`src/rtl/bcc_pkg.sv`:
```
package bcc_pkg;
  // register select values
  localparam logic ADDR_LIMITS = 1'b0;
  localparam logic ADDR_IRQ    = 1'b1;
  // bit positions inside the interrupt register
  localparam int IRQ_FLAG_BIT  = 0;
  localparam int IRQ_MASK_BIT  = 1;
endpackage

```
`src/rtl/bcc_regs.sv`:
```
module bcc_regs
  import bcc_pkg::*;
#(
  parameter int CNT_W = 16
) (
  input  logic               clk,
  input  logic               rst_n,
  input  logic               reg_wr,
  input  logic               reg_addr,
  input  logic [2*CNT_W-1:0] reg_wdata,
  input  logic               reach_pulse,
  output logic [CNT_W-1:0]   max_sz,
  output logic [CNT_W-1:0]   gap_lim,
  output logic [2*CNT_W-1:0] reg_rdata,
  output logic               irq
);
  localparam int RW = 2 * CNT_W;

  logic [RW-1:0] lim_q, lim_d;
  logic          flag_q, flag_d;
  logic          mask_q, mask_d;
  logic          lim_en, irq_en, flag_clr;

  always_comb begin
    lim_en   = reg_wr && (reg_addr == ADDR_LIMITS);
    irq_en   = reg_wr && (reg_addr == ADDR_IRQ);
    flag_clr = irq_en && reg_wdata[IRQ_FLAG_BIT];
    lim_d    = lim_en ? reg_wdata : lim_q;
    mask_d   = irq_en ? reg_wdata[IRQ_MASK_BIT] : mask_q;
    // a new crossing beats a simultaneous write-1 clear
    flag_d   = reach_pulse | (flag_q & ~flag_clr);
  end

  always_ff @(posedge clk or negedge rst_n) begin
    if (!rst_n) begin
      lim_q  <= '0;
      flag_q <= 1'b0;
      mask_q <= 1'b0;
    end else begin
      lim_q  <= lim_d;
      flag_q <= flag_d;
      mask_q <= mask_d;
    end
  end

  always_comb begin
    max_sz  = lim_q[RW-1:CNT_W];
    gap_lim = lim_q[CNT_W-1:0];
    irq     = flag_q & mask_q;
    if (reg_addr == ADDR_LIMITS) begin
      reg_rdata = lim_q;
    end else begin
      reg_rdata = '0;
      reg_rdata[IRQ_FLAG_BIT] = flag_q;
      reg_rdata[IRQ_MASK_BIT] = mask_q;
    end
  end

  // a crossing always leaves the flag set
  a_r8_set_wins: assert property (@(posedge clk) disable iff (!rst_n)
    reach_pulse |=> flag_q);
  // the flag is sticky until a write-1 clear
  a_r8_sticky: assert property (@(posedge clk) disable iff (!rst_n)
    (flag_q && !(reg_wr && reg_addr == ADDR_IRQ && reg_wdata[IRQ_FLAG_BIT])) |=> flag_q);
  // the limits hold their value when not written
  a_r2_hold: assert property (@(posedge clk) disable iff (!rst_n)
    !(reg_wr && reg_addr == ADDR_LIMITS) |=> $stable(lim_q));
endmodule

```
`src/rtl/bcc_bufcnt.sv`:
```
module bcc_bufcnt #(
  parameter int CNT_W = 16,
  parameter int XB_W  = 3
) (
  input  logic             clk,
  input  logic             rst_n,
  input  logic             xfer_vld,
  input  logic [XB_W-1:0]  xfer_bytes,
  input  logic             dma_done,
  input  logic [CNT_W-1:0] max_sz,
  output logic             close_req,
  output logic             reach_pulse
);
  localparam logic [CNT_W-1:0] CNT_MAX = '1;

  logic [CNT_W-1:0] bc_q, bc_d;
  logic [CNT_W:0]   sum;
  logic             lim_on;

  always_comb begin
    lim_on = (max_sz != '0);
    sum    = {1'b0, bc_q} + {{(CNT_W+1-XB_W){1'b0}}, xfer_bytes};
    if (dma_done) begin
      bc_d = '0;
    end else if (xfer_vld) begin
      bc_d = sum[CNT_W] ? CNT_MAX : sum[CNT_W-1:0];
    end else begin
      bc_d = bc_q;
    end
    reach_pulse = lim_on && (bc_q < max_sz) && (bc_d >= max_sz);
    close_req   = lim_on && (bc_q >= max_sz);
  end

  always_ff @(posedge clk or negedge rst_n) begin
    if (!rst_n) begin
      bc_q <= '0;
    end else if (dma_done || xfer_vld) begin
      bc_q <= bc_d;
    end
  end

  // completion clears the count
  a_r6_done_clears: assert property (@(posedge clk) disable iff (!rst_n)
    dma_done |=> (bc_q == '0));
  // no transfer and no completion leaves the count unchanged
  a_r6_idle_stable: assert property (@(posedge clk) disable iff (!rst_n)
    (!dma_done && !xfer_vld) |=> $stable(bc_q));
  // a transfer never lowers the count
  a_r6_no_wrap: assert property (@(posedge clk) disable iff (!rst_n)
    (xfer_vld && !dma_done) |=> (bc_q >= $past(bc_q)));
endmodule

```
`src/rtl/bcc_packer.sv`:
```
module bcc_packer #(
  parameter int WB    = 4,
  parameter int CNT_W = 16
) (
  input  logic             clk,
  input  logic             rst_n,
  input  logic             byte_vld,
  input  logic [7:0]       byte_in,
  input  logic [CNT_W-1:0] gap_lim,
  output logic             fifo_wr,
  output logic [8*WB-1:0]  fifo_data,
  output logic [$clog2(WB+1)-1:0] fifo_cnt
);
  localparam int CW = $clog2(WB + 1);
  localparam int DW = 8 * WB;
  localparam logic [CNT_W-1:0] GAP_MAX = '1;
  localparam logic [CW-1:0]    LAST    = CW'(WB - 1);
  localparam logic [CW-1:0]    FULL    = CW'(WB);

  logic [CW-1:0]    held_q, held_d;
  logic [DW-1:0]    word_q, word_d, word_fill;
  logic [CNT_W-1:0] gap_q, gap_d;
  logic             wr_q, wr_d;
  logic [DW-1:0]    data_q, data_d;
  logic [CW-1:0]    cnt_q, cnt_d;
  logic             reach, flush, full;

  // place the incoming byte into the lane selected by the held count
  for (genvar i = 0; i < WB; i++) begin : g_lane
    assign word_fill[8*i +: 8] = (byte_vld && held_q == CW'(i)) ? byte_in : word_q[8*i +: 8];
  end

  always_comb begin
    if (byte_vld) begin
      gap_d = '0;
    end else if (gap_q == GAP_MAX) begin
      gap_d = gap_q;
    end else begin
      gap_d = gap_q + 1'b1;
    end
    reach = !byte_vld && (gap_lim != '0) && (gap_q != gap_lim) && (gap_d == gap_lim);
    flush = reach && (held_q != '0);
    full  = byte_vld && (held_q == LAST);

    held_d = held_q;
    word_d = word_q;
    wr_d   = 1'b0;
    data_d = data_q;
    cnt_d  = cnt_q;
    if (full) begin
      wr_d   = 1'b1;
      data_d = word_fill;
      cnt_d  = FULL;
      held_d = '0;
      word_d = '0;
    end else if (byte_vld) begin
      word_d = word_fill;
      held_d = held_q + 1'b1;
    end else if (flush) begin
      wr_d   = 1'b1;
      data_d = word_q;
      cnt_d  = held_q;
      held_d = '0;
      word_d = '0;
    end
  end

  always_ff @(posedge clk or negedge rst_n) begin
    if (!rst_n) begin
      held_q <= '0;
      word_q <= '0;
      gap_q  <= '0;
      wr_q   <= 1'b0;
      data_q <= '0;
      cnt_q  <= '0;
    end else begin
      held_q <= held_d;
      word_q <= word_d;
      gap_q  <= gap_d;
      wr_q   <= wr_d;
      if (wr_d) begin
        data_q <= data_d;
        cnt_q  <= cnt_d;
      end
    end
  end

  assign fifo_wr   = wr_q;
  assign fifo_data = data_q;
  assign fifo_cnt  = cnt_q;

  // every write carries 1..WB valid bytes
  a_r4_cnt_range: assert property (@(posedge clk) disable iff (!rst_n)
    fifo_wr |-> (fifo_cnt != '0 && fifo_cnt <= FULL));
  // a partial word is only written after an idle cycle
  a_r4_partial_after_idle: assert property (@(posedge clk) disable iff (!rst_n)
    (fifo_wr && fifo_cnt != FULL) |-> !$past(byte_vld));
  // an empty packer with no byte never writes
  a_r5_no_empty_flush: assert property (@(posedge clk) disable iff (!rst_n)
    (held_q == '0 && !byte_vld) |=> !fifo_wr);
  // the gap counter holds at its ceiling
  a_r9_gap_sat: assert property (@(posedge clk) disable iff (!rst_n)
    (gap_q == GAP_MAX && !byte_vld) |=> (gap_q == GAP_MAX));
endmodule

```
`src/rtl/bufclose_ctl.sv`:
```
module bufclose_ctl #(
  parameter int CNT_W = 16,
  parameter int WB    = 4,
  parameter int XB_W  = 3
) (
  input  logic                    clk,
  input  logic                    rst_n,
  input  logic                    byte_vld,
  input  logic [7:0]              byte_in,
  input  logic                    xfer_vld,
  input  logic [XB_W-1:0]         xfer_bytes,
  input  logic                    dma_done,
  input  logic                    reg_wr,
  input  logic                    reg_addr,
  input  logic [2*CNT_W-1:0]      reg_wdata,
  output logic [2*CNT_W-1:0]      reg_rdata,
  output logic                    fifo_wr,
  output logic [8*WB-1:0]         fifo_data,
  output logic [$clog2(WB+1)-1:0] fifo_cnt,
  output logic                    close_req,
  output logic                    irq
);
  logic [1:0]       rst_sync_q;
  logic             rst_n_i;
  logic [CNT_W-1:0] max_sz, gap_lim;
  logic             reach_pulse;

  // asynchronous assertion, synchronous release
  always_ff @(posedge clk or negedge rst_n) begin
    if (!rst_n) begin
      rst_sync_q <= 2'b00;
    end else begin
      rst_sync_q <= {rst_sync_q[0], 1'b1};
    end
  end
  assign rst_n_i = rst_sync_q[1];

  bcc_regs #(.CNT_W(CNT_W)) u_regs (
    .clk(clk), .rst_n(rst_n_i), .reg_wr(reg_wr), .reg_addr(reg_addr),
    .reg_wdata(reg_wdata), .reach_pulse(reach_pulse), .max_sz(max_sz),
    .gap_lim(gap_lim), .reg_rdata(reg_rdata), .irq(irq)
  );

  bcc_bufcnt #(.CNT_W(CNT_W), .XB_W(XB_W)) u_bufcnt (
    .clk(clk), .rst_n(rst_n_i), .xfer_vld(xfer_vld), .xfer_bytes(xfer_bytes),
    .dma_done(dma_done), .max_sz(max_sz), .close_req(close_req),
    .reach_pulse(reach_pulse)
  );

  bcc_packer #(.WB(WB), .CNT_W(CNT_W)) u_packer (
    .clk(clk), .rst_n(rst_n_i), .byte_vld(byte_vld), .byte_in(byte_in),
    .gap_lim(gap_lim), .fifo_wr(fifo_wr), .fifo_data(fifo_data),
    .fifo_cnt(fifo_cnt)
  );

  // with a zero maximum, a close request never appears
  a_r7_zero_max: assert property (@(posedge clk) disable iff (!rst_n_i)
    (max_sz == '0) |-> !close_req);
  // the interrupt only shows with the mask set
  a_r8_masked: assert property (@(posedge clk) disable iff (!rst_n_i)
    irq |-> reg_rdata[1] || reg_addr == 1'b0);
endmodule

```
`config.mk`:
```
export PLATFORM = sky130hd
export DESIGN_NAME = bufclose_ctl
export DESIGN_NICKNAME = d
export VERILOG_FILES = /design/src/rtl/bcc_pkg.sv /design/src/rtl/bcc_regs.sv /design/src/rtl/bcc_bufcnt.sv /design/src/rtl/bcc_packer.sv /design/src/rtl/bufclose_ctl.sv
export SDC_FILE = /design/constraint.sdc
export NUM_CORES = 1
export LEC_CHECK = 0
export BUFFER_PORTS_ARGS = -buffer_cell sky130_fd_sc_hd__buf_2
export CAP_MARGIN = 25
export CORE_MARGIN = 1.5
export CORE_UTILIZATION = 50
export DETAILED_ROUTE_END_ITERATION = 10
export PLACE_DENSITY_LB_ADDON = 0.25
export SLEW_MARGIN = 25
export SYNTH_ARGS = -nofsm -noshare
export SYNTH_HDL_FRONTEND = slang
export SYNTH_HIERARCHICAL = 1
export SYNTH_SLANG_ARGS = --single-unit
```
`constraint.sdc`:
```
create_clock -name clk -period 10.3 [get_ports clk]
set_clock_uncertainty 0.05 [all_clocks]
set_input_delay 1.545 -clock clk [delete_from_list [all_inputs] [get_ports clk]]
set_output_delay 1.545 -clock clk [all_outputs]
set_load 0.03 [all_outputs]
```
==> results_dict.tcl, run 1 <==
set metrics [dict create \
    core_area_um2 17180 \
    clk_path_buf_depth 2 \
    synth_top_area_cell "dfrtp_1" \
    use_met3 0.05143 \
    combPwrFrac 0.297 \
    clk_latency_ps 420 \
    p_seq_frac 0.394 \
    grt_antenna_before_repair 0 \
    crit_type "in2reg" \
    dp.cells 1122 \
    setup_slack_ps 5501 \
    syn_inst 825 \
    internal-power_uw 1252 \
    fp.dieH_um 135.0 \
    outcome "completed" \
    synth_warnings 6 \
    cts_setup_buffers 0 \
    final_nets 1009 \
    cts_hold_buffers 0 \
    pwr-share-clk 0.309 \
    cp_max_fo 33 \
    netlist-cell-type-count 84 \
    switching_power_uw 700.3 \
    synth.area.top_cells "dfrtp_1 40%, mux2_4 8.4%, ha_1 5.9%" \
    yosys-top-cells-count "139 x dfrtp_1, 51 x inv_1, 49 x mux2_4" \
    async_flop_share 1.000 \
    cts_tree "built" \
    grt_first_pass_wirelength_um 35500 \
    yosysMostFrequentCell "dfrtp_1" \
    htreeDepth 4 \
    final_cell_count_no_fill 1155 \
    avgSynthCellArea_um2 10.56 \
    cap_violations 0 \
    syn2layout_area_growth_pct 13.50 \
    cts.sinks 139 \
    path_clk_slew_ps 60 \
    hold_class "reg2reg" \
    use_met2 0.3932 \
    track_usage 0.2475 \
    fin_crit_sh 0.4660 \
    netlist.area_leader.share 0.3993 \
    worstSetupStartpointType "input pin" \
    drt_pass1_iterations 6 \
    yosysSeqAreaShare 0.3993 \
    ant_nets 0 \
    min_period_ps 4799 \
    postCtsResizedCells 0 \
    fillerInstances 1523 \
    antenna_cells 0 \
    grt_max_degree 77 \
    synthesis.nets 917 \
    rsz0062_at_grt "false" \
    slew_viol_final 0 \
    worst_slew_pin_slew_ps 823.0 \
    hold_viol_final 0 \
    holdWs_ps 299.6 \
    power_density_nw_per_um2 197.5 \
    drt_iter0_markers 620 \
    synth-seq-cells 139 \
    drt-vias-per-instance 5.877 \
    grt.overflow.total 0 \
    cts_inserted_buffers 17 \
    power_uw 1953 \
    arrival_ps 5050 \
    finalWirelength_um 21430 \
    use_met1 0.3324 \
    io_buffers 119 \
    worstPathRequired_ps 10550 \
    pin_count 120 \
    wl_per_cell_um 18.55 \
    place_worst_setup_slack_ps 4926 \
    switching_share 0.3586 \
    synth_edf_count 0 \
    placementRows 48 \
    dieArea_um2 18220 \
    drive_gt1_frac 0.2871 \
    start_util 0.5071 \
    synth_area_um2 8711 \
    ys.flop_type "dfrtp_1" \
    slew_headroom 0.4513 \
    die_x_um 135.0 \
    routed-via-count 6788 \
    ir_worst_vdd_v 0.0001309 \
    fmax_mhz 208.4 \
    first_global_vias 6847 \
    gp_congestion 0.9250 \
    leakage_uw 0.004584 \
    setup_viol 0 \
    tns_ps 0 \
    grt_busiest_layer "met2" \
    cts-root-buf "clkbuf_16" \
    cp-end-kind "flip-flop" \
    drc 0 \
    dp_hpwl_um 15090 \
]
-- flip-flops by register name, indices dropped and copies added (netlist names) --
signal / cells
u_packer/fifo_data: 32
u_regs/flag_q: 1
rst_sync_q: 2
u_packer/fifo_cnt: 3
u_packer/fifo_wr: 1
u_packer/held_q: 3
u_packer/word_q: 32
u_regs/lim_q: 32
u_regs/mask_q: 1
u_packer/gap_q: 16
u_bufcnt/bc_q: 16
-- power groups by stage --
stage / Clock, µW / Combinational [µW] / Sequential, µW
final: 603 / 579 / 770
after global routing: 641 / 632 / 786
after CTS: 617 / 576 / 769
after detailed placement: 0 / 574 / 776
after global placement: 0 / 559 / 774
after floorplan: 0 / 349 / 838
-- layer usage --
| metal | wire length, µm | up-vias |
|---|---|---|
| met5 | 0 | - |
| li1 | - | 3226 |
| met3 | 1193 | 45 |
| met1 | 9608 | 3265 |
| met2 | 10080 | 252 |
| met4 | 546 | 0 |
-- per-stage QoR --
| step | area (µm²) | util |
|---|---|---|
| finish | 9887 | 0.5756 |
| detailed placement | 9266 | 0.5395 |
| CTS | 9848 | 0.5734 |
| floorplan | 8711 | - |
| global route | 9887 | 0.5756 |
| global placement | 9266 | 0.5395 |
-- placed cells by master (no fill, tap or decap), drive strengths merged, types with 8 or more instances in the layout --
cell,instances
nand2,44
inv,59
nor3,18
dfrtp,139
and4,8
a22oi,34
buf,122
clkbuf,17
nand3,11
nor2,34
and3,14
ha,41
nand4,21
o21ai,42
nor4,18
xor2,11
nor2b,42
a31oi,8
a21oi,38
mux2,85
xnor2,20
o211ai,19
-- worst paths after layout --
check | from | end | slack, ps | depth (start not counted)
hold / removal | rst_sync_q[0]$_DFF_PN0_ | rst_sync_q[1]$_DFF_PN0_ | 300 | 0
max in group asynchronous | rst_sync_q[1]$_DFF_PN0_ | u_packer/word_q[10]$_DFFE_PN0P_ | 8690 | 1
min in group asynchronous | rst_sync_q[1]$_DFF_PN0_ | u_bufcnt/bc_q[1]$_DFFE_PN0P_ | 350 | 0
hold reg to reg | rst_sync_q[0]$_DFF_PN0_ | rst_sync_q[1]$_DFF_PN0_ | 300 | 0
setup reg to reg | u_packer/gap_q[1]$_DFF_PN0_ | u_packer/fifo_data[3]$_DFFE_PN0P_ | 5760 | 10
setup / recovery | byte_vld | u_packer/fifo_data[3]$_DFFE_PN0P_ | 5500 | 9
-- area by class of cell --
class | count | area, µm² | area share
clock inverters | 15 | 156.4 | 0.01582
well taps | 225 | 281.5 | 0.02847
flip-flops and latches | 139 | 3482 | 0.3522
repair buffers | 122 | 641.9 | 0.06492
multi-input cells | 586 | 4708 | 0.4762
clock buffers | 17 | 425.4 | 0.04303
inverters | 51 | 191.4 | 0.01936
-- critical path, cell delays in order --
cell	delay [ps]
buf_2	460
inv_1	490
o21ai_0	310
mux2i_1	230
o2111a_1	210
nand4b_1	530
o21ai_4	660
buf_16	240
mux2_2	350
-- cells by family (layout without fill, tap and decap cells) --
kind of cell	Yosys count	after routing	share of synthesized area
DFF	139	139	0.3993
and+or+nand+nor	234	234	0.1560
xor gates and xnor gates	31	31	0.03117
muxes	90	90	0.1367
buffers and inverters	100	205	0.06104
adders and majority gates	42	42	0.06119
AOI/OAI and AO/OA	188	188	0.1541
other	1	1	0.0004305
(Power assumes the default switching activity.)
==> inputs of run 2 (changes only) <==
--- a/config.mk
+++ b/config.mk
@@ -5,6 +5,7 @@
 export SDC_FILE = /design/constraint.sdc
 export NUM_CORES = 1
 export LEC_CHECK = 0
+export ABC_AREA = 1
 export BUFFER_PORTS_ARGS = -buffer_cell sky130_fd_sc_hd__buf_2
 export CAP_MARGIN = 25
 export CORE_MARGIN = 1.5
==> constraint.sdc (replaced) <==
create_clock -name clk -period 5 [get_ports clk]
set_clock_uncertainty 0.05 [all_clocks]
set_input_delay 0.75 -clock clk [delete_from_list [all_inputs] [get_ports clk]]
set_output_delay 0.75 -clock clk [all_outputs]
set_load 0.03 [all_outputs]
==> results_dict.tcl, run 2 <==
set metrics [dict create \
    leakage_uw 0.005859 \
    ys.flop_type "dfrtp_1" \
    crit_buf_inv 2 \
    yosys-top-cells-count "332 x nand2_1, 176 x nand3_1, 153 x inv_1" \
    final_common_cell "nand2_1" \
    ir_worst_vdd_v 0.0002876 \
    synthMuxAreaShare 0.03411 \
    finalWirelength_um 22880 \
    fin_area_um2 10230 \
    cts_setup_buffers 0 \
    syn_inst 1217 \
    power_density_nw_per_um2 419.7 \
    synth_top_area_cell "dfrtp_1" \
    synth_warnings 6 \
    place_worst_setup_slack_ps 1510 \
    postCtsResizedCells 0 \
    fin_crit_sh 0.6716 \
    yosysSeqAreaShare 0.3855 \
    placementRows 48 \
    worst_slew_pin_slew_ps 808.4 \
    critPathSlowestCell "nand4_4" \
    worstSetupStartpointType "flip-flop" \
    synth-seq-cells 139 \
    hold_viol_final 0 \
    cp_max_fo 36 \
    drc 0 \
    synth_top_family_by_area "simple AND/OR/NAND/NOR gates" \
    yosys.area_share.xor_xnor 0.01553 \
    cp-end-kind "flip-flop" \
    drt_pass1_iterations 5 \
    netlist-cell-type-count 45 \
    first_global_vias 7597 \
    path_clk_slew_ps 60 \
    hold_class "in2async" \
    clk_latency_ps 420 \
    synth-compound-area-share 0.05949 \
    synthesis.nets 1309 \
    cts_hold_buffers 0 \
    yosysMostFrequentCell "nand2_1" \
    synth.area.top_cells "dfrtp_1 39%, nand2_1 14%, nand3_1 9.8%" \
    slew_headroom 0.4611 \
    setup_slack_ps 1642 \
    min_period_ps 3358 \
    grt_antenna_before_repair 0 \
    netlist.area_leader.share 0.3855 \
    max_stage_delay_ps 470 \
    pin_count 120 \
    dieArea_um2 18860 \
    cap_violations 0 \
    track_usage 0.2578 \
    crit_type "reg2reg" \
    die_x_um 137.3 \
    setup_viol 0 \
    start_util 0.5163 \
    avgSynthCellArea_um2 7.414 \
    worstPathRequired_ps 5250 \
    io_buffers 119 \
    crit_chain "ha_1 > inv_1 > nor2_4 > nand2_4 > inv_2 > nand2_2 > nand3_1 > nand2_1 > nand2_1 > nand2_1 > nor2_1 > nand2_1 > nor2_2 > nand4_4 > nand2_2 > nor2_1" \
    synth_fa_ha_area_frac 0.05908 \
    fmax_mhz 297.8 \
    rsz0062_at_grt "false" \
    core_area_um2 17480 \
    tns_ps 0 \
    cts_inserted_buffers 17 \
    synth_edf_count 0 \
    dp_hpwl_um 16480 \
    async_flop_share 1.000 \
    slew_viol_final 0 \
    synth_area_um2 9022 \
    grt.overflow.total 0 \
    arrival_ps 3610 \
    htreeDepth 4 \
    drt_iter0_markers 804 \
    cts-root-buf "clkbuf_16" \
    crit_family "simple AND/OR/NAND/NOR gates" \
    cts_tree "built" \
    antenna_cells 0 \
    routed-via-count 8144 \
    drive_gt1_frac 0.1616 \
    place_area_um2 9633 \
    synth_simple_gate_area_frac 0.3443 \
    layout_common_cells "331 x nand2_1, 176 x nand3_1, 152 x inv_1" \
    grt_first_pass_wirelength_um 37980 \
    clk_path_buf_depth 2 \
    outcome "completed" \
    ant_nets 0 \
    grt_max_degree 62 \
    cts.sinks 139 \
    gp_congestion 0.8556 \
    drt-vias-per-instance 5.258 \
    syn2layout_area_growth_pct 13.37 \
    wl_per_cell_um 14.77 \
    fp.dieH_um 137.3 \
    crit_top_cell "nand2_1" \
    final_nets 1404 \
]
[run 2: changes by cell type in the layout (fill, tap and decap cells not counted), moves of 14 or more]
| cell | delta |
|---|---|
| a22oi_1 | -34 |
| and3_1 | -14 |
| inv_1 | +101 |
| mux2_2 | -30 |
| mux2_4 | -49 |
| mux2i_1 | +19 |
| nand2_1 | +289 |
| nand3_1 | +167 |
| nor2_1 | +69 |
| nor2b_1 | -41 |
| nor4_1 | -15 |
| o21ai_0 | +27 |
[run 2: worst paths after layout]
path | start | endpoint | slack [ps] | cells after the start
max | u_packer/gap_q[0]$_DFF_PN0_ | u_packer/word_q[28]$_DFFE_PN0P_ | 1640 | 16
min | rst_n | rst_sync_q[1]$_DFF_PN0_ | 50 | 1
max reg2reg | u_packer/gap_q[0]$_DFF_PN0_ | u_packer/word_q[28]$_DFFE_PN0P_ | 1640 | 16
min reg2reg | rst_sync_q[0]$_DFF_PN0_ | rst_sync_q[1]$_DFF_PN0_ | 300 | 0
max in group asynchronous | rst_sync_q[1]$_DFF_PN0_ | u_packer/gap_q[10]$_DFF_PN0_ | 3480 | 1
min in group clk | rst_sync_q[0]$_DFF_PN0_ | rst_sync_q[1]$_DFF_PN0_ | 300 | 0
[run 2: layer usage]
| metal | routed length [µm] | vias to the layer above | global-route usage |
|---|---|---|---|
| li1 | - | 4084 | - |
| met5 | 0 | - | 0 |
| met1 | 10260 | 3820 | 0.3492 |
| met3 | 1246 | 25 | 0.04415 |
| met4 | 395 | 0 | 0.07719 |
| met2 | 10980 | 215 | 0.4235 |
[run 2: layout make-up]
type                    count  area (µm²)
repair buffers            124       633.1
multi-input cells         870        4636
clock buffers              21       450.4
inverters                 160       605.6
fillers                  1633        7248
well taps                 225       281.5
flip-flops and latches    139        3482
clock inverters            10       140.1
[run 2: worst register-to-register path: cells and delay by family, from the launching register on]
| kind | cells | cell delay, ps |
|---|---|---|
| AND/OR/NAND/NOR | 13 | 2300 |
| flip-flops | 1 | 460 |
| buffers and inverters | 2 | 180 |
| adder cells (fa/ha/maj) | 1 | 270 |
[run 2: cells by family (layout without fill, tap and decap cells)]
kind of cell / count (synthesis) / in the layout
and+or+nand+nor: 681 / 681
buffers and inverters: 208 / 315
DFF: 139 / 139
AOI/OAI and AO/OA: 100 / 100
adders and majority gates: 42 / 42
muxes: 30 / 30
xor gates and xnor gates: 16 / 16
other: 1 / 1
[run 2: metrics by stage]
stage / hold slack (ps) / instances / total power (µW) / utilization
floorplan: 281.2 / 1217 / 2633 / -
global route: 37.21 / 1549 / 4569 / 0.5853
finish: 51.35 / 1549 / 4293 / 0.5853
global placement: 284.2 / 1518 / 3007 / 0.5512
detailed placement: 292.0 / 1518 / 3033 / 0.5512
CTS: 39.66 / 1549 / 4313 / 0.5850
[run 2: power by group]
part	leakage (µW)	total [µW]	switching [µW]	internal [µW]
clock network	0.000280	1270	477	796
registers	0.00181	1640	232	1410
logic	0.00377	1380	920	461
total	0.00586	4290	1630	2660
==> inputs of run 3 (changes only) <==
==> constraint.sdc (replaced) <==
create_clock -name clk -period 2.86 [get_ports clk]
set_clock_uncertainty 0.05 [all_clocks]
set_input_delay 0.429 -clock clk [delete_from_list [all_inputs] [get_ports clk]]
set_output_delay 0.429 -clock clk [all_outputs]
set_load 0.03 [all_outputs]
==> results_dict.tcl, run 3 (synthesis gave the netlist of run 2 again) <==
set metrics [dict create \
    grt_max_degree 59 \
    setup_viol 0 \
    r2r-end "u_regs/flag_q$_DFF_PN0_" \
    drt_pass1_iterations 6 \
    crit_top_cell "nand2_1" \
    hold_viol_final 0 \
    layout_common_cells "330 x nand2_1, 176 x nand3_1, 152 x inv_1" \
    fin_crit_sh 0.9858 \
    drc 0 \
    cp-end-kind "flip-flop" \
    crit_type "reg2reg" \
    rsz0062_at_grt "true" \
    crit_buf_inv 3 \
    slew_headroom 0.5908 \
    cp_max_fo 4 \
    core_area_um2 17480 \
    power_density_nw_per_um2 721.0 \
    fp.dieH_um 137.3 \
    ff2ff_path_depth 21 \
    max_stage_delay_ps 410 \
    finalWirelength_um 23630 \
    wl_per_cell_um 15.03 \
    first_global_vias 7864 \
    cts-root-buf "clkbuf_16" \
    tns_ps 0 \
    switching_share 0.3863 \
    cts_inserted_buffers 17 \
    switching_power_uw 2909 \
    hold_class "in2reg" \
    r2r_slack_ps 40 \
    drive_gt1_frac 0.1799 \
    dieArea_um2 18860 \
    die_x_um 137.3 \
    crit_family "simple AND/OR/NAND/NOR gates" \
    cts_setup_buffers 0 \
    p_seq_frac 0.376 \
    io_buffers 119 \
    clk_path_buf_depth 2 \
    dp.cells 1537 \
    fillerInstances 1611 \
    drt-vias-per-instance 5.324 \
    grt.overflow.total 0 \
    final_common_cell "nand2_1" \
    fmax_mhz 354.7 \
    placementRows 48 \
    pwr-share-clk 0.293 \
    ir_worst_vdd_v 0.0004504 \
    start_util 0.5163 \
    cp_num_cells 21 \
    dp_hpwl_um 17190 \
    worst_slew_pin_slew_ps 613.2 \
    min_period_ps 2819 \
    cts_tree "built" \
    worstPathRequired_ps 3170 \
    cts.sinks 139 \
    drt_iter0_markers 717 \
    crit_start "u_bufcnt/bc_q[2]$_DFFE_PN0P_" \
    worstSetupStartpointType "flip-flop" \
    path_clk_slew_ps 60 \
    r2r_start "u_bufcnt/bc_q[2]$_DFFE_PN0P_" \
    pin_count 120 \
    grt_first_pass_wirelength_um 38500 \
    outcome "completed" \
    final_cell_count_no_fill 1572 \
    grt_antenna_before_repair 2 \
    slew_viol_final 0 \
    clk_latency_ps 420 \
    crit_chain "ha_1 > nor2_1 > nor2_2 > nand2_2 > nor2_4 > nand2_1 > nand2_1 > nand2_1 > o21ai_1 > inv_1 > ha_1 > nand2_1 > inv_1 > nand3_1 > nor2_1 > nand2_1 > nand2_1 > nor2_1 > nor2_1 > inv_1 > nand2_1" \
    multi_input_area_um2 4676 \
    ant_nets 0 \
    htreeDepth 4 \
    critPathSlowestCell "dfrtp_1" \
    final_nets 1424 \
    regArea_um2 3482 \
    gp_congestion 0.8932 \
    internal-power_uw 4622 \
    syn2layout_area_growth_pct 15.78 \
    track_usage 0.2627 \
    cp-endpoint "u_regs/flag_q$_DFF_PN0_" \
    power_uw 7531 \
    routed-via-count 8369 \
    arrival_ps 3130 \
    leakage_uw 0.005957 \
    cap_violations 0 \
    combPwrFrac 0.331 \
]
run 3: worst min path at each step:
stage | end | cells past startpoint | from | slack (ps)
after detailed placement | rst_sync_q[0]$_DFF_PN0_ | 1 | rst_n | 170
after global placement | rst_sync_q[0]$_DFF_PN0_ | 1 | rst_n | 170
after global routing | u_regs/lim_q[21]$_DFFE_PN0P_ | 3 | reg_wdata[21] | 180
after floorplan | rst_sync_q[0]$_DFF_PN0_ | 0 | rst_n | 80
final | u_regs/lim_q[12]$_DFFE_PN0P_ | 3 | reg_wdata[12] | 180
after CTS | u_regs/lim_q[17]$_DFFE_PN0P_ | 3 | reg_wdata[17] | 170
run 3: routing by layer:
| layer | global-route usage | share of wire | vias to the layer above |
|---|---|---|---|
| li1 | - | - | 4116 |
| met1 | 0.3467 | 0.45 | 3962 |
| met2 | 0.4257 | 0.48 | 244 |
| met3 | 0.04709 | 0.046 | 47 |
| met4 | 0.1099 | 0.028 | 0 |
| met5 | 0 | 0 | - |
run 3: layout make-up:
| type | instances | share of cell area |
|---|---|---|
| clock buffers | 20 | 0.04276 |
| well taps | 225 | 0.02695 |
| flip-flops and latches | 139 | 0.3333 |
| clock inverters | 12 | 0.01329 |
| multi-input cells | 870 | 0.4476 |
| diodes | 2 | 0.0004791 |
| inverters | 160 | 0.05797 |
| repair buffers | 144 | 0.07761 |
run 3: what timing repair did:
action	CTS	global route
pin swaps	1	3
cloned	0	0
hold buffers	1	0
hold endpoints to repair	2	0
setup endpoints to repair	1	59
resized for setup	1	11
run 3: worst reg2reg max path, delay by kind of cell, from the launching register on:
family | cells | cell delay, ps
AO/OA/AOI/OAI | 1 | 150
adder cells (fa/ha/maj) | 2 | 670
buffers and inverters | 3 | 200
flip-flops | 1 | 410
AND/OR/NAND/NOR | 15 | 1280
run 3: power by group through the flow:
stage               Sequential, µW  Clock (µW)  Combinational, µW
floorplan                     3230           0               1380
global placement              2840           0               2430
detailed placement            2860           0               2470
CTS                           2830        2230               2490
global route                  2900        2330               2790
finish                        2830        2210               2490
run 3: per-stage QoR:
step / hold slack, ps / util / cell area (µm²) / setup WS [ps]
after detailed placement: 167.4 / 0.5608 / 9801 / -141.3
after floorplan: 83.41 / - / 9024 / 211.1
after CTS: 168.0 / 0.5950 / 10400 / 45.68
final: 184.3 / 0.5977 / 10450 / 40.55
after global placement: 169.3 / 0.5608 / 9801 / -37.27
after global routing: 182.5 / 0.5977 / 10450 / -196.1
